==> config.mk <==
export PLATFORM = sky130hd
export DESIGN_NAME = lane_ser7
export DESIGN_NICKNAME = d
export VERILOG_FILES = /design/src/rtl/lane_ser7.sv
export SDC_FILE = /design/constraint.sdc
export NUM_CORES = 1
export LEC_CHECK = 0
export ABC_AREA = 1
export BUFFER_PORTS_ARGS = -buffer_cell sky130_fd_sc_hd__buf_2
export CORE_ASPECT_RATIO = 2
export CORE_MARGIN = 3
export CORE_UTILIZATION = 45
export DETAILED_ROUTE_END_ITERATION = 10
export MAX_ROUTING_LAYER = met4
export PLACE_DENSITY = 0.78
export RECOVER_POWER = 50
export REMOVE_ABC_BUFFERS = 1
export SLEW_MARGIN = 20
export SYNTH_ARGS = -nofsm -noshare
export SYNTH_HDL_FRONTEND = slang
export SYNTH_SLANG_ARGS = --single-unit
==> constraint.sdc <==
create_clock -name bit_clk -period 1.9 [get_ports bit_clk]
set_input_delay 0.38 -clock bit_clk [delete_from_list [all_inputs] [get_ports bit_clk]]
set_output_delay 0.38 -clock bit_clk [all_outputs]
set_load 0.03 [all_outputs]
==> src/rtl/lane_ser7.sv <==
module lane_ser7 #(
  parameter int LANES = 4,
  parameter int RATIO = 7,
  parameter logic [RATIO-1:0] CLK_PAT = 7'b1100011
) (
  input  logic                   bit_clk,
  input  logic                   rst_n,
  input  logic                   pix_en,
  input  logic                   pwr_dn,
  input  logic [LANES*RATIO-1:0] px_word,
  output logic [LANES-1:0]       lane_out,
  output logic                   clk_lane
);
  localparam int WW = $clog2(RATIO + 1);
  localparam logic [WW-1:0] FULL = WW'(RATIO);

  logic [WW-1:0]    warm;
  logic [RATIO-1:0] csh;
  logic             armed, load;

  assign armed = (warm == FULL);
  assign load  = pix_en & armed & ~pwr_dn;

  always_ff @(posedge bit_clk or negedge rst_n) begin
    if (!rst_n) begin
      warm <= '0;
      csh  <= '0;
    end else if (pwr_dn) begin
      warm <= '0;
      csh  <= '0;
    end else begin
      if (!armed) warm <= warm + 1'b1;
      csh <= load ? CLK_PAT : (csh >> 1);
    end
  end

  assign clk_lane = csh[0];

  for (genvar n = 0; n < LANES; n++) begin : g_lane
    logic [RATIO-1:0] sh;
    always_ff @(posedge bit_clk or negedge rst_n) begin
      if (!rst_n)      sh <= '0;
      else if (pwr_dn) sh <= '0;
      else if (load)   sh <= px_word[n*RATIO +: RATIO];
      else             sh <= sh >> 1;
    end
    assign lane_out[n] = sh[0];
  end

  logic [LANES-1:0] slot0_bits;
  always_comb
    for (int n = 0; n < LANES; n++) slot0_bits[n] = px_word[n*RATIO];

  // the first slot of each lane is the lowest bit of its slice
  a_r2_slot0_order: assert property (@(posedge bit_clk) disable iff (!rst_n)
    load |=> lane_out == $past(slot0_bits));

  // the clock lane opens each word high
  a_r3_clk_head: assert property (@(posedge bit_clk) disable iff (!rst_n)
    load |=> clk_lane);

  // slot 2 of the clock lane is low
  a_r3_clk_gap: assert property (@(posedge bit_clk) disable iff (!rst_n)
    load ##1 (!pix_en && !pwr_dn) ##1 (!pix_en && !pwr_dn) |=> !clk_lane);

  // power-down silences every lane
  a_r6_pd_quiet: assert property (@(posedge bit_clk) disable iff (!rst_n)
    pwr_dn |=> (lane_out == '0) && !clk_lane);

  // nothing is sent while the block is still arming
  a_r7_cold_silent: assert property (@(posedge bit_clk) disable iff (!rst_n)
    !armed |=> (lane_out == '0) && !clk_lane);
endmodule

**Word level (Yosys, flattened, before mapping)**

Index checks and enable logic that the tools add are counted.
W data, S select, Z words.

- Bits of input ports: 32
- Output and inout port bits: 5
- Register bits after elaboration: 38
- Logic and storage cells: 24

- Multiplexer cells: 12
- Bitwise logic cells: 3
- $add $sub $neg: 1
- Equality and inequality tests: 2

Operators with widths:

| operator | number |
|---|---|
| $mux W7 | 10 |
| $mux W3 | 2 |
| $add A3 B1 Y3 const B | 1 |
| $eq A3 B3 Y1 const B | 1 |
| $and A1 B1 Y1 | 2 |
| $ne A2 B2 Y1 const B | 1 |
| $not A1 Y1 | 1 |

**Longest topological paths before layout**

Gate-level depths: netlist (run 1).

- Word-level depth: 5
- Mapped depth: 7
- Mapped depth without buffers: 6

**Least setup slack after synthesis (run 1)**

No wires, ideal clock.

- Path kind: reg-to-reg
- Start: register warm[0]
- End: register g_lane[0].sh[0]
- Library setup time: 0.118 ns
- Arrival: 1.165 ns
- Buffers on the path: 2
- Period minus slack after synthesis: 1.283 ns
- Required time: 1.782 ns
- Path slack: 0.617 ns
- Stages on the path, launching flop included: 7
- Path through: dfrtp_1 > ha_1 > ha_1 > buf_6 > buf_4 > nand4_1 > nand2_1

- Longest elaborated chain between the ends: 5

Ends and longest elaborated chain:

| what | RTL line | source |
|---|---|---|
| from (decl) | 17 | `logic [WW-1:0] warm;` |
| from (signal assigned) | 32 | `if (!armed) warm <= warm + 1'b1;` |
| $eq A3 B3 Y1 | 21 | `assign armed = (warm == FULL);` |
| $and A1 B1 Y1 (2 in a row) | 22 | `assign load = pix_en & armed & ~pwr_dn;` |
| $mux W7 | 44 | `else if (load) sh <= px_word[n*RATIO +: RATIO];` |
| $mux W7 | 43 | `else if (pwr_dn) sh <= '0;` |
| to (signal assigned) | 44 |  |
| to (signal assigned) | 45 | `else sh <= sh >> 1;` |
| to (decl) | 40 | `logic [RATIO-1:0] sh;` |

No other way between the ends.
A chain may end at the register's enable or synchronous reset.

**Worst setup path after layout (run 1)**

- Start: register warm[0]
- End: register warm[2]

- Longest elaborated chain between the ends: 3
- Elaborated cells on any way between the ends: 5
- Classes of those cells: 1 x add/sub; 2 x eq/ne; 2 x mux

Ends and longest elaborated chain:

| what | RTL line | source |
|---|---|---|
| $add A3 B1 Y3 | 32 |  |
| $mux W3 | 32 |  |
| $mux W3 | 28 | `end else if (pwr_dn) begin` |

Parallel ways exist; a longest one is shown, timed or not. The select of a mux whose other input is x is not followed.

==> flow_summary_export.csv, run 1 <==
group,metric,value,unit
place,gp_congestion,0.724,
setup_path,reg2reg_to,"warm[2]",
layout,final_nets,232,
timing,period_share,0.763,
clock_network,cts_max_level,2,
setup_path,critPathSlowestCell,"dfrtp_1",
flow_run,cap_violations,0,
setup_path,crit_path_start,"warm[0]",
setup_path,crit_path_end_kind,"flip-flop",
power_and_ir_drop,vdd_drop_max,0.461,mV
synth,synth_edf_count,0,
floorplan,die_h,95.2,um
setup_path,start_kind,"flip-flop",
clock_network,holdBufCountCts,0,
synth,synthTopCellsByArea,"dfrtp_1, nand3_2, nand4_1, nand2_1, buf_4",
setup_path,cp-endpoint,"warm[2]",
clock_network,cts_resized,0,
detailed_routing,postRouteAntennaNets,0,
layout,regArea,951,sq um
detailed_routing,drt_first_pass_iters,4,
place,pre_cts_ws,466,ps
layout,instances_no_fill,248,
synth,seq_area_frac_synth,0.531,
synth,syn_inst,167,
place,placedCellCount,240,
global_routing,use_met1,0.170,
clock_network,cts_setup_buffers,0,
global_routing,gr-usage-met3,0.0423,
synth,ys_async_sr_fraction,1.00,
floorplan,start_util,0.481,
synth,synth_flop_cell,"dfrtp_1",
setup_path,crit_cells,7,
detailed_routing,avgRoutedWirePerCell,12.8,um
synth,synth_area_leader_cell,"dfrtp_1",
setup_path,critPathKind,"reg2reg",
timing,drv_slew,0,
synth,synth.distinct_cells,15,
clock_network,cts.sinks,38,
layout,n_antenna_cell,0,
timing,max_clock_freq,690,MHz
power_and_ir_drop,power_per_cell_area,753,nW/um^2
detailed_routing,vias,1245,
hold_path,min_path_type,"in2async",
layout,synthToLayoutAreaGrowth,11.6,%
layout,multi_input_area,619,sq um
setup_path,critPathTopFamily,"adder cells",
layout,drive_gt1_frac,0.362,
floorplan,rows,31,
timing,timing_worst_slew_pin_value,925,ps
floorplan,num_io_pins,37,
synth,synth-seq-cells,38,
synth,syn_area,1790,sq um
clock_network,cts_buffer_depth,2,
timing,finalHoldViolCount,0,
setup_path,crit_fanout,12,
global_routing,grt_pass1_vias,1196,
clock_network,cts_root_buf,"clkbuf_8",
detailed_routing,routed_wl,3.16,mm
place,dp_hpwl,2.15,mm
detailed_routing,avgViaCountPerCell,5.02,
synth,yosysMostFrequentCell,"dfrtp_1",
clock_network,cts_tree,"done",
detailed_routing,drc,0,
timing,fin_crit,1450,ps
timing,max_slew_margin,0.383,
setup_path,worstPathRequired,2130,ps
synth,synth_common_cells,"dfrtp_1, nand2_1, nand4_1",
power_and_ir_drop,leakagePower,1.08,nW
place,io_buffer_count,36,
synth,ys_warn_count,0,
setup_path,r2r_slack,450,ps
synth,yosysTopAreaCellShare,0.531,
global_routing,globalRoute.busiestLayer,"met2",
clock_network,clk_pin_slew_worst_paths,70,ps
global_routing,track_usage,0.154,
timing,setup_viol,0,
detailed_routing,initialDrtViolationCount,32,
setup_path,path_cells,"ha_1 > ha_1 > buf_4 > inv_2 > nor2_1 > nand2_1 > nand2_1",
global_routing,grt_max_degree,39,
synth,syn_avg_cell_area,10.7,sq um
global_routing,overflow,0,
setup_path,path_buf_inv,2,
clock_network,clk_latency,290,ps
setup_path,cp_data_arrival_time,1680,ps
floorplan,dieArea,4810,sq um
timing,rsz0062_at_grt,"no",
layout,fillers,384,
global_routing,grt_antenna_before_repair,0,
setup_path,rr_startpoint,"warm[0]",
floorplan,fp.dieW,50.6,um
floorplan,coreArea,3720,sq um
clock_network,numCtsBuffers,5,
global_routing,grt_use_met2,0.255,
timing,skew,4.82,ps
timing,final.setup.worst_slack,450,ps
setup_path,reg2reg_depth,7,
setup_path,max_stage_delay,370,ps
global_routing,grt_pass1_wl,5.30,mm
outcome,status,"finished clean",
timing,tns,0,ps
-- power by group --
group,total (W),switching (W),internal [W]
Clock,0.000577,0.000285,0.000291
Combinational,0.000107,0.0000677,0.0000390
Sequential,0.000819,0.00000432,0.000815
-- placed cells by master, fill, tap and decap left out, drive strengths merged --
cell type / netlist / layout
buf: 18 / 39
dfrtp: 38 / 38
nand2: 38 / 38
nand3: 27 / 27
nand4: 24 / 24
nor2: 10 / 10
inv: 10 / 10
clkbuf: 0 / 9
ha: 2 / 2
clkinv: 0 / 1
clkinvlp: 0 / 1
-- worst min-delay path by stage --
stage / cells after the start / slack [ps] / to / from
final: 2 / 290 / warm[2] / rst_n
after CTS: 2 / 140 / g_lane[2].sh[0] / rst_n
after floorplan: 0 / 80 / csh[0] / rst_n
after global placement: 2 / 440 / csh[5] / csh[6]
after detailed placement: 2 / 440 / csh[0] / csh[1]
after global routing: 3 / 300 / g_lane[3].sh[6] / px_word[27]
-- flip-flops by register name, indices dropped and copies added, names as in the netlist --
signal / flops
warm: 3
g_lane.sh: 28
csh: 7
-- per-layer routing --
layer	part of all wire	vias up
li1	-	614
met1	0.39	586
met4	0.022	0
met3	0.053	7
met5	0	-
met2	0.53	38
-- cell type report --
| class | instances | share of cell area |
|---|---|---|
| clock inverters | 2 | 0.00627 |
| flip-flops and latches | 38 | 0.476 |
| inverters | 10 | 0.0188 |
| clock buffers | 6 | 0.0414 |
| repair buffers | 42 | 0.117 |
| multi-input cells | 101 | 0.310 |
| well taps | 49 | 0.0307 |
-- kinds of logic after synthesis --
| family | share of synthesized area |
|---|---|
| adder cells (fa/ha/maj) | 0.0140 |
| buffers and inverters | 0.122 |
| flip-flops | 0.531 |
| AND/OR/NAND/NOR | 0.332 |
-- through the flow --
step	util	hold WS, ps	cell area (sq um)	power [W]
floorplan	-	84.4	1610	0.000867
global placement	0.512	437	1910	0.000944
detailed placement	0.512	443	1910	0.000945
CTS	0.538	136	2000	0.00153
global route	0.536	298	2000	0.00158
finish	0.536	288	2000	0.00150
Note: power is estimated with default switching activity, not from simulation.
==> inputs of run 2 (changes only) <==
PLACE_DENSITY = 0.8   (was 0.78)
clock period = 1.2 ns   (was 1.9 ns; I/O delays follow)
==> flow_summary_export.csv, run 2 (synthesis results as in run 1) <==
group,metric,value,unit
outcome,status,"finished with violations",
outcome,violations,"setup timing",
detailed_routing,vias,1345,
power_and_ir_drop,switchingPower,0.000569,W
setup_path,r2r_slack,-100,ps
place,dpl_cell_area,1960,sq um
global_routing,overflow,0,
layout,synthToLayoutAreaGrowth,24.3,%
floorplan,die_h,95.2,um
power_and_ir_drop,clkPwrFrac,0.421,
setup_path,reg2reg_to,"csh[2]",
global_routing,gr-usage-met3,0.0438,
timing,timing_worst_slew_pin_value,462,ps
setup_path,critPathSlowestCell,"dfrtp_1",
detailed_routing,initialDrtViolationCount,22,
global_routing,grt_pass1_wl,6.29,mm
setup_path,max_stage_delay,380,ps
setup_path,crit_path_end_kind,"flip-flop",
global_routing,grt_antenna_before_repair,0,
setup_path,start_kind,"flip-flop",
setup_path,crit_fanout,7,
power_and_ir_drop,seq_power_share,0.498,
floorplan,fp.dieW,50.6,um
timing,setup_viol,38,
setup_path,cp_data_arrival_time,1480,ps
setup_path,reg2reg_depth,6,
layout,top_register,"g_lane.sh",
power_and_ir_drop,vdd_drop_max,1.05,mV
flow_run,cap_violations,0,
timing,drv_slew,0,
global_routing,track_usage,0.180,
timing,skew,9.03,ps
global_routing,grt_use_met2,0.299,
power_and_ir_drop,leakagePower,1.15,nW
setup_path,crit_path_start,"warm[0]",
layout,instances_no_fill,259,
global_routing,grt_max_degree,29,
timing,max_slew_margin,0.692,
place,io_buffer_count,36,
clock_network,cts_buffer_depth,2,
floorplan,dieArea,4810,sq um
setup_path,cp-endpoint,"csh[2]",
setup_path,critPathKind,"reg2reg",
detailed_routing,avgRoutedWirePerCell,14.6,um
floorplan,rows,31,
hold_path,min_path_type,"in2reg",
layout,design_area,2220,sq um
floorplan,start_util,0.481,
power_and_ir_drop,sw_frac_of_total,0.218,
layout,largest_reg_flops,28,
setup_path,critPathTopFamily,"adder cells",
setup_path,rr_startpoint,"warm[0]",
detailed_routing,routed_wl,3.79,mm
clock_network,clk_pin_slew_worst_paths,70,ps
clock_network,cts.sinks,38,
place,dp_hpwl,2.31,mm
timing,max_clock_freq,768,MHz
timing,fin_crit,1300,ps
setup_path,path_buf_inv,1,
detailed_routing,avgViaCountPerCell,5.19,
floorplan,coreArea,3720,sq um
detailed_routing,postRouteAntennaNets,0,
timing,finalHoldViolCount,0,
global_routing,grt_pass1_vias,1387,
place,placedCellCount,246,
layout,reg_top3,"g_lane.sh x28, csh x7, warm x3",
layout,layout_common_cells,"dfrtp_1, buf_2, nand2_1",
layout,drive_gt1_frac,0.452,
clock_network,clk_latency,290,ps
timing,rsz0062_at_grt,"yes",
power_and_ir_drop,combPwrFrac,0.081,
detailed_routing,drt_first_pass_iters,4,
clock_network,numCtsBuffers,5,
clock_network,cts_max_level,2,
global_routing,globalRoute.busiestLayer,"met2",
global_routing,use_met1,0.198,
power_and_ir_drop,p_total,0.00261,W
power_and_ir_drop,p_int,0.00204,W
layout,n_antenna_cell,0,
setup_path,worstPathRequired,1380,ps
timing,final.setup.worst_slack,-102,ps
layout,final_common_cell,"dfrtp_1",
place,gp_congestion,0.708,
timing,period_share,1.08,
place,pre_cts_ws,-369,ps
clock_network,cts_root_buf,"clkbuf_8",
setup_path,crit_cells,6,
clock_network,cts_tree,"done",
layout,final_nets,244,
floorplan,num_io_pins,37,
detailed_routing,drc,0,
layout,fillers,333,
hold_path,hp-start,"px_word[6]",
power_and_ir_drop,power_per_cell_area,1170,nW/um^2
setup_path,path_cells,"ha_2 > ha_4 > buf_12 > nand2_8 > nand2_4 > nor2_1",
run 2: changes by cell type in the layout (fill, tap and decap cells not counted), sizes merged:
cell and delta:
buf +10, bufinv +1, clkbuf -1, clkinv -1, clkinvlp -1, dlygate4sd3 +1, nand2 +2
run 2: through the flow:
stage / hold slack (ps) / TNS [ps] / utilization
2_1_floorplan: -55.6 / -19530 / -
4_1_cts: 147 / -2040 / 0.592
6_report: 159 / -2990 / 0.597
3_5_place_dp: 184 / -10170 / 0.528
5_1_grt: 159 / -5090 / 0.597
3_3_place_gp: 177 / -6030 / 0.528
run 2: final cells by class:
| class | count | area [sq um] | share of cell area |
|---|---|---|---|
| multi-input cells | 103 | 714 | 0.321 |
| well taps | 49 | 61.3 | 0.0276 |
| repair buffers | 52 | 344 | 0.155 |
| inverters | 10 | 40.0 | 0.0180 |
| flip-flops and latches | 38 | 951 | 0.428 |
| clock buffers | 6 | 82.6 | 0.0371 |
| clock inverters | 1 | 30.0 | 0.0135 |
run 2: timing repair:
item	CTS	global route
pin swaps	8	6
buffers inserted	2	1
resized for setup	17	6
hold endpoints to repair	14	0
setup endpoints to repair	38	38
cloned	2	0
hold buffers	1	0
run 2: routing by layer:
layer	wire length (um)	part of all wire
met1	1420	0.37
met2	2090	0.55
met3	196	0.052
met4	82	0.022
met5	0	0
run 2: power groups by stage:
stage / sequential (W) / combinational [W] / clock, W
floorplan: 0.00132 / 0.0000506 / 0
global placement: 0.00132 / 0.000186 / 0
detailed placement: 0.00132 / 0.000192 / 0
CTS: 0.00130 / 0.000211 / 0.00112
global route: 0.00130 / 0.000236 / 0.00117
finish: 0.00130 / 0.000212 / 0.00110
run 2: tightest hold or removal path: cells and delay by family:
| family | cells | cell delay [ps] |
|---|---|---|
| buf+inv | 2 | 140 |
| simple gates | 1 | 30 |
run 2: how the worst min path moves through the flow:
stage | endpoint | cells after the start
finish | g_lane[0].sh[6] | 3
global route | g_lane[0].sh[6] | 3
CTS | g_lane[3].sh[6] | 3
detailed placement | g_lane[3].sh[3] | 1
global placement | csh[1] | 1
floorplan | csh[0] | 0
==> inputs of run 3 (changes only) <==
RECOVER_POWER = 25   (was 50)
==> flow_summary_export.csv, run 3 (synthesis results as in run 1) <==
group,metric,value,unit
power_and_ir_drop,power_per_cell_area,1170,nW/um^2
floorplan,fp.dieW,50.6,um
layout,design_area,2240,sq um
setup_path,crit_path_start,"warm[0]",
outcome,violations,"setup timing",
detailed_routing,avgViaCountPerCell,5.20,
global_routing,overflow,0,
detailed_routing,drc,0,
timing,rsz0062_at_grt,"yes",
timing,final.setup.worst_slack,-105,ps
place,dpl_cell_area,1960,sq um
floorplan,die_h,95.2,um
setup_path,cp-endpoint,"csh[2]",
global_routing,grt_pass1_wl,6.29,mm
detailed_routing,initialDrtViolationCount,23,
setup_path,path_cells,"ha_2 > ha_4 > buf_12 > nand2_8 > nand2_4 > nor2_1",
setup_path,r2r_slack,-110,ps
clock_network,cts_tree,"done",
timing,timing_worst_slew_pin_value,461,ps
timing,fin_crit,1310,ps
layout,reg_top3,"g_lane.sh x28, csh x7, warm x3",
place,dp_hpwl,2.31,mm
layout,fillers,331,
floorplan,dieArea,4810,sq um
detailed_routing,routed_wl,3.80,mm
detailed_routing,postRouteAntennaNets,0,
clock_network,numCtsBuffers,5,
timing,finalHoldViolCount,0,
clock_network,cts_root_buf,"clkbuf_8",
place,gp_congestion,0.708,
floorplan,coreArea,3720,sq um
layout,final_common_cell,"dfrtp_1",
flow_run,cap_violations,0,
layout,final_nets,244,
timing,tns,-3090,ps
setup_path,max_stage_delay,380,ps
setup_path,rr_startpoint,"warm[0]",
detailed_routing,drt_first_pass_iters,4,
power_and_ir_drop,leakagePower,1.16,nW
detailed_routing,vias,1346,
setup_path,reg2reg_depth,6,
setup_path,cp_data_arrival_time,1490,ps
setup_path,crit_path_end_kind,"flip-flop",
timing,period_share,1.09,
clock_network,clk_pin_slew_worst_paths,70,ps
detailed_routing,wl_met3,190,um
layout,top_register,"g_lane.sh",
setup_path,reg2reg_to,"csh[2]",
clock_network,cts_max_level,2,
layout,synthToLayoutAreaGrowth,25.0,%
global_routing,grt_antenna_before_repair,0,
layout,n_antenna_cell,0,
power_and_ir_drop,p_total,0.00262,W
detailed_routing,met1Wirelength,1.43,mm
timing,skew,8.99,ps
setup_path,crit_fanout,7,
clock_network,clk_latency,290,ps
setup_path,critPathKind,"reg2reg",
timing,drv_slew,0,
power_and_ir_drop,vdd_drop_max,1.05,mV
outcome,status,"finished with violations",
timing,setup_viol,38,
floorplan,rows,31,
detailed_routing,dr.max_layer_used,"met4",
setup_path,worstPathRequired,1380,ps
hold_path,min_path_type,"in2reg",
place,placedCellCount,246,
setup_path,critPathSlowestCell,"dfrtp_1",
place,pre_cts_ws,-369,ps
detailed_routing,wl_met2,2.11,mm
setup_path,start_kind,"flip-flop",
clock_network,cts.sinks,38,
layout,instances_no_fill,259,
layout,drive_gt1_frac,0.452,
clock_network,cts_buffer_depth,2,
global_routing,track_usage,0.180,
global_routing,grt_pass1_vias,1387,
timing,max_clock_freq,766,MHz
layout,layout_common_cells,"dfrtp_1, buf_2, nand2_1",
detailed_routing,avgRoutedWirePerCell,14.7,um
floorplan,num_io_pins,37,
layout,largest_reg_flops,28,
place,io_buffer_count,36,
timing,max_slew_margin,0.693,
global_routing,grt_max_degree,29,
floorplan,start_util,0.481,
==> run 3: final cells by class <==
cell class                 instances  area (sq um)  share of cell area
clock buffer                       6          82.6              0.0369
tap                               49          61.3              0.0274
multi-input combinational        103           714               0.320
inverter                          10          40.0              0.0179
clock inverter                     1          30.0              0.0134
timing repair buffer              52           357               0.159
sequential                        38           951               0.425
==> run 3: metrics by stage <==
step	utilization	hold slack [ps]
final	0.600	160
after global routing	0.600	159
after CTS	0.592	147
after detailed placement	0.528	184
after global placement	0.528	177
after floorplan	-	-55.6
==> run 3: timing repair <==
action,in CTS,in global routing
endpoints found under the hold margin,14,0
buffers inserted,2,1
gates resized for setup,17,6
setup endpoints to repair,38,38
gates cloned,2,0
hold buffers,1,0
pin swaps,8,6
==> run 3: how the worst min path moves through the flow <==
stage,startpoint,to,slack [ps],depth (start not counted)
after floorplan,rst_n,csh[0],-60,0
after global placement,rst_n,csh[1],180,1
after detailed placement,rst_n,g_lane[3].sh[3],180,1
after CTS,px_word[27],g_lane[3].sh[6],150,3
after global routing,px_word[6],g_lane[0].sh[6],160,3
final,px_word[6],g_lane[0].sh[6],160,3
==> run 3: layer usage <==
layer	vias up	GRT usage
li1	640	-
met1	654	0.198
met2	44	0.299
met3	8	0.0438
met4	0	0.0876
met5	-	-
==> run 3: where the power goes <==
group          internal, W  switching (W)  total [W]
Combinational    0.0000893       0.000128   0.000218
Sequential         0.00129     0.00000797    0.00130
Clock             0.000665       0.000434    0.00110
==> run 3: critical path: cells and delay by family (launching register included) <==
kind                     cells  cell delay, ps
adder cells (fa/ha/maj)      2             410
flip-flops                   1             380
AND/OR/NAND/NOR              3             250
buffers and inverters        1             160
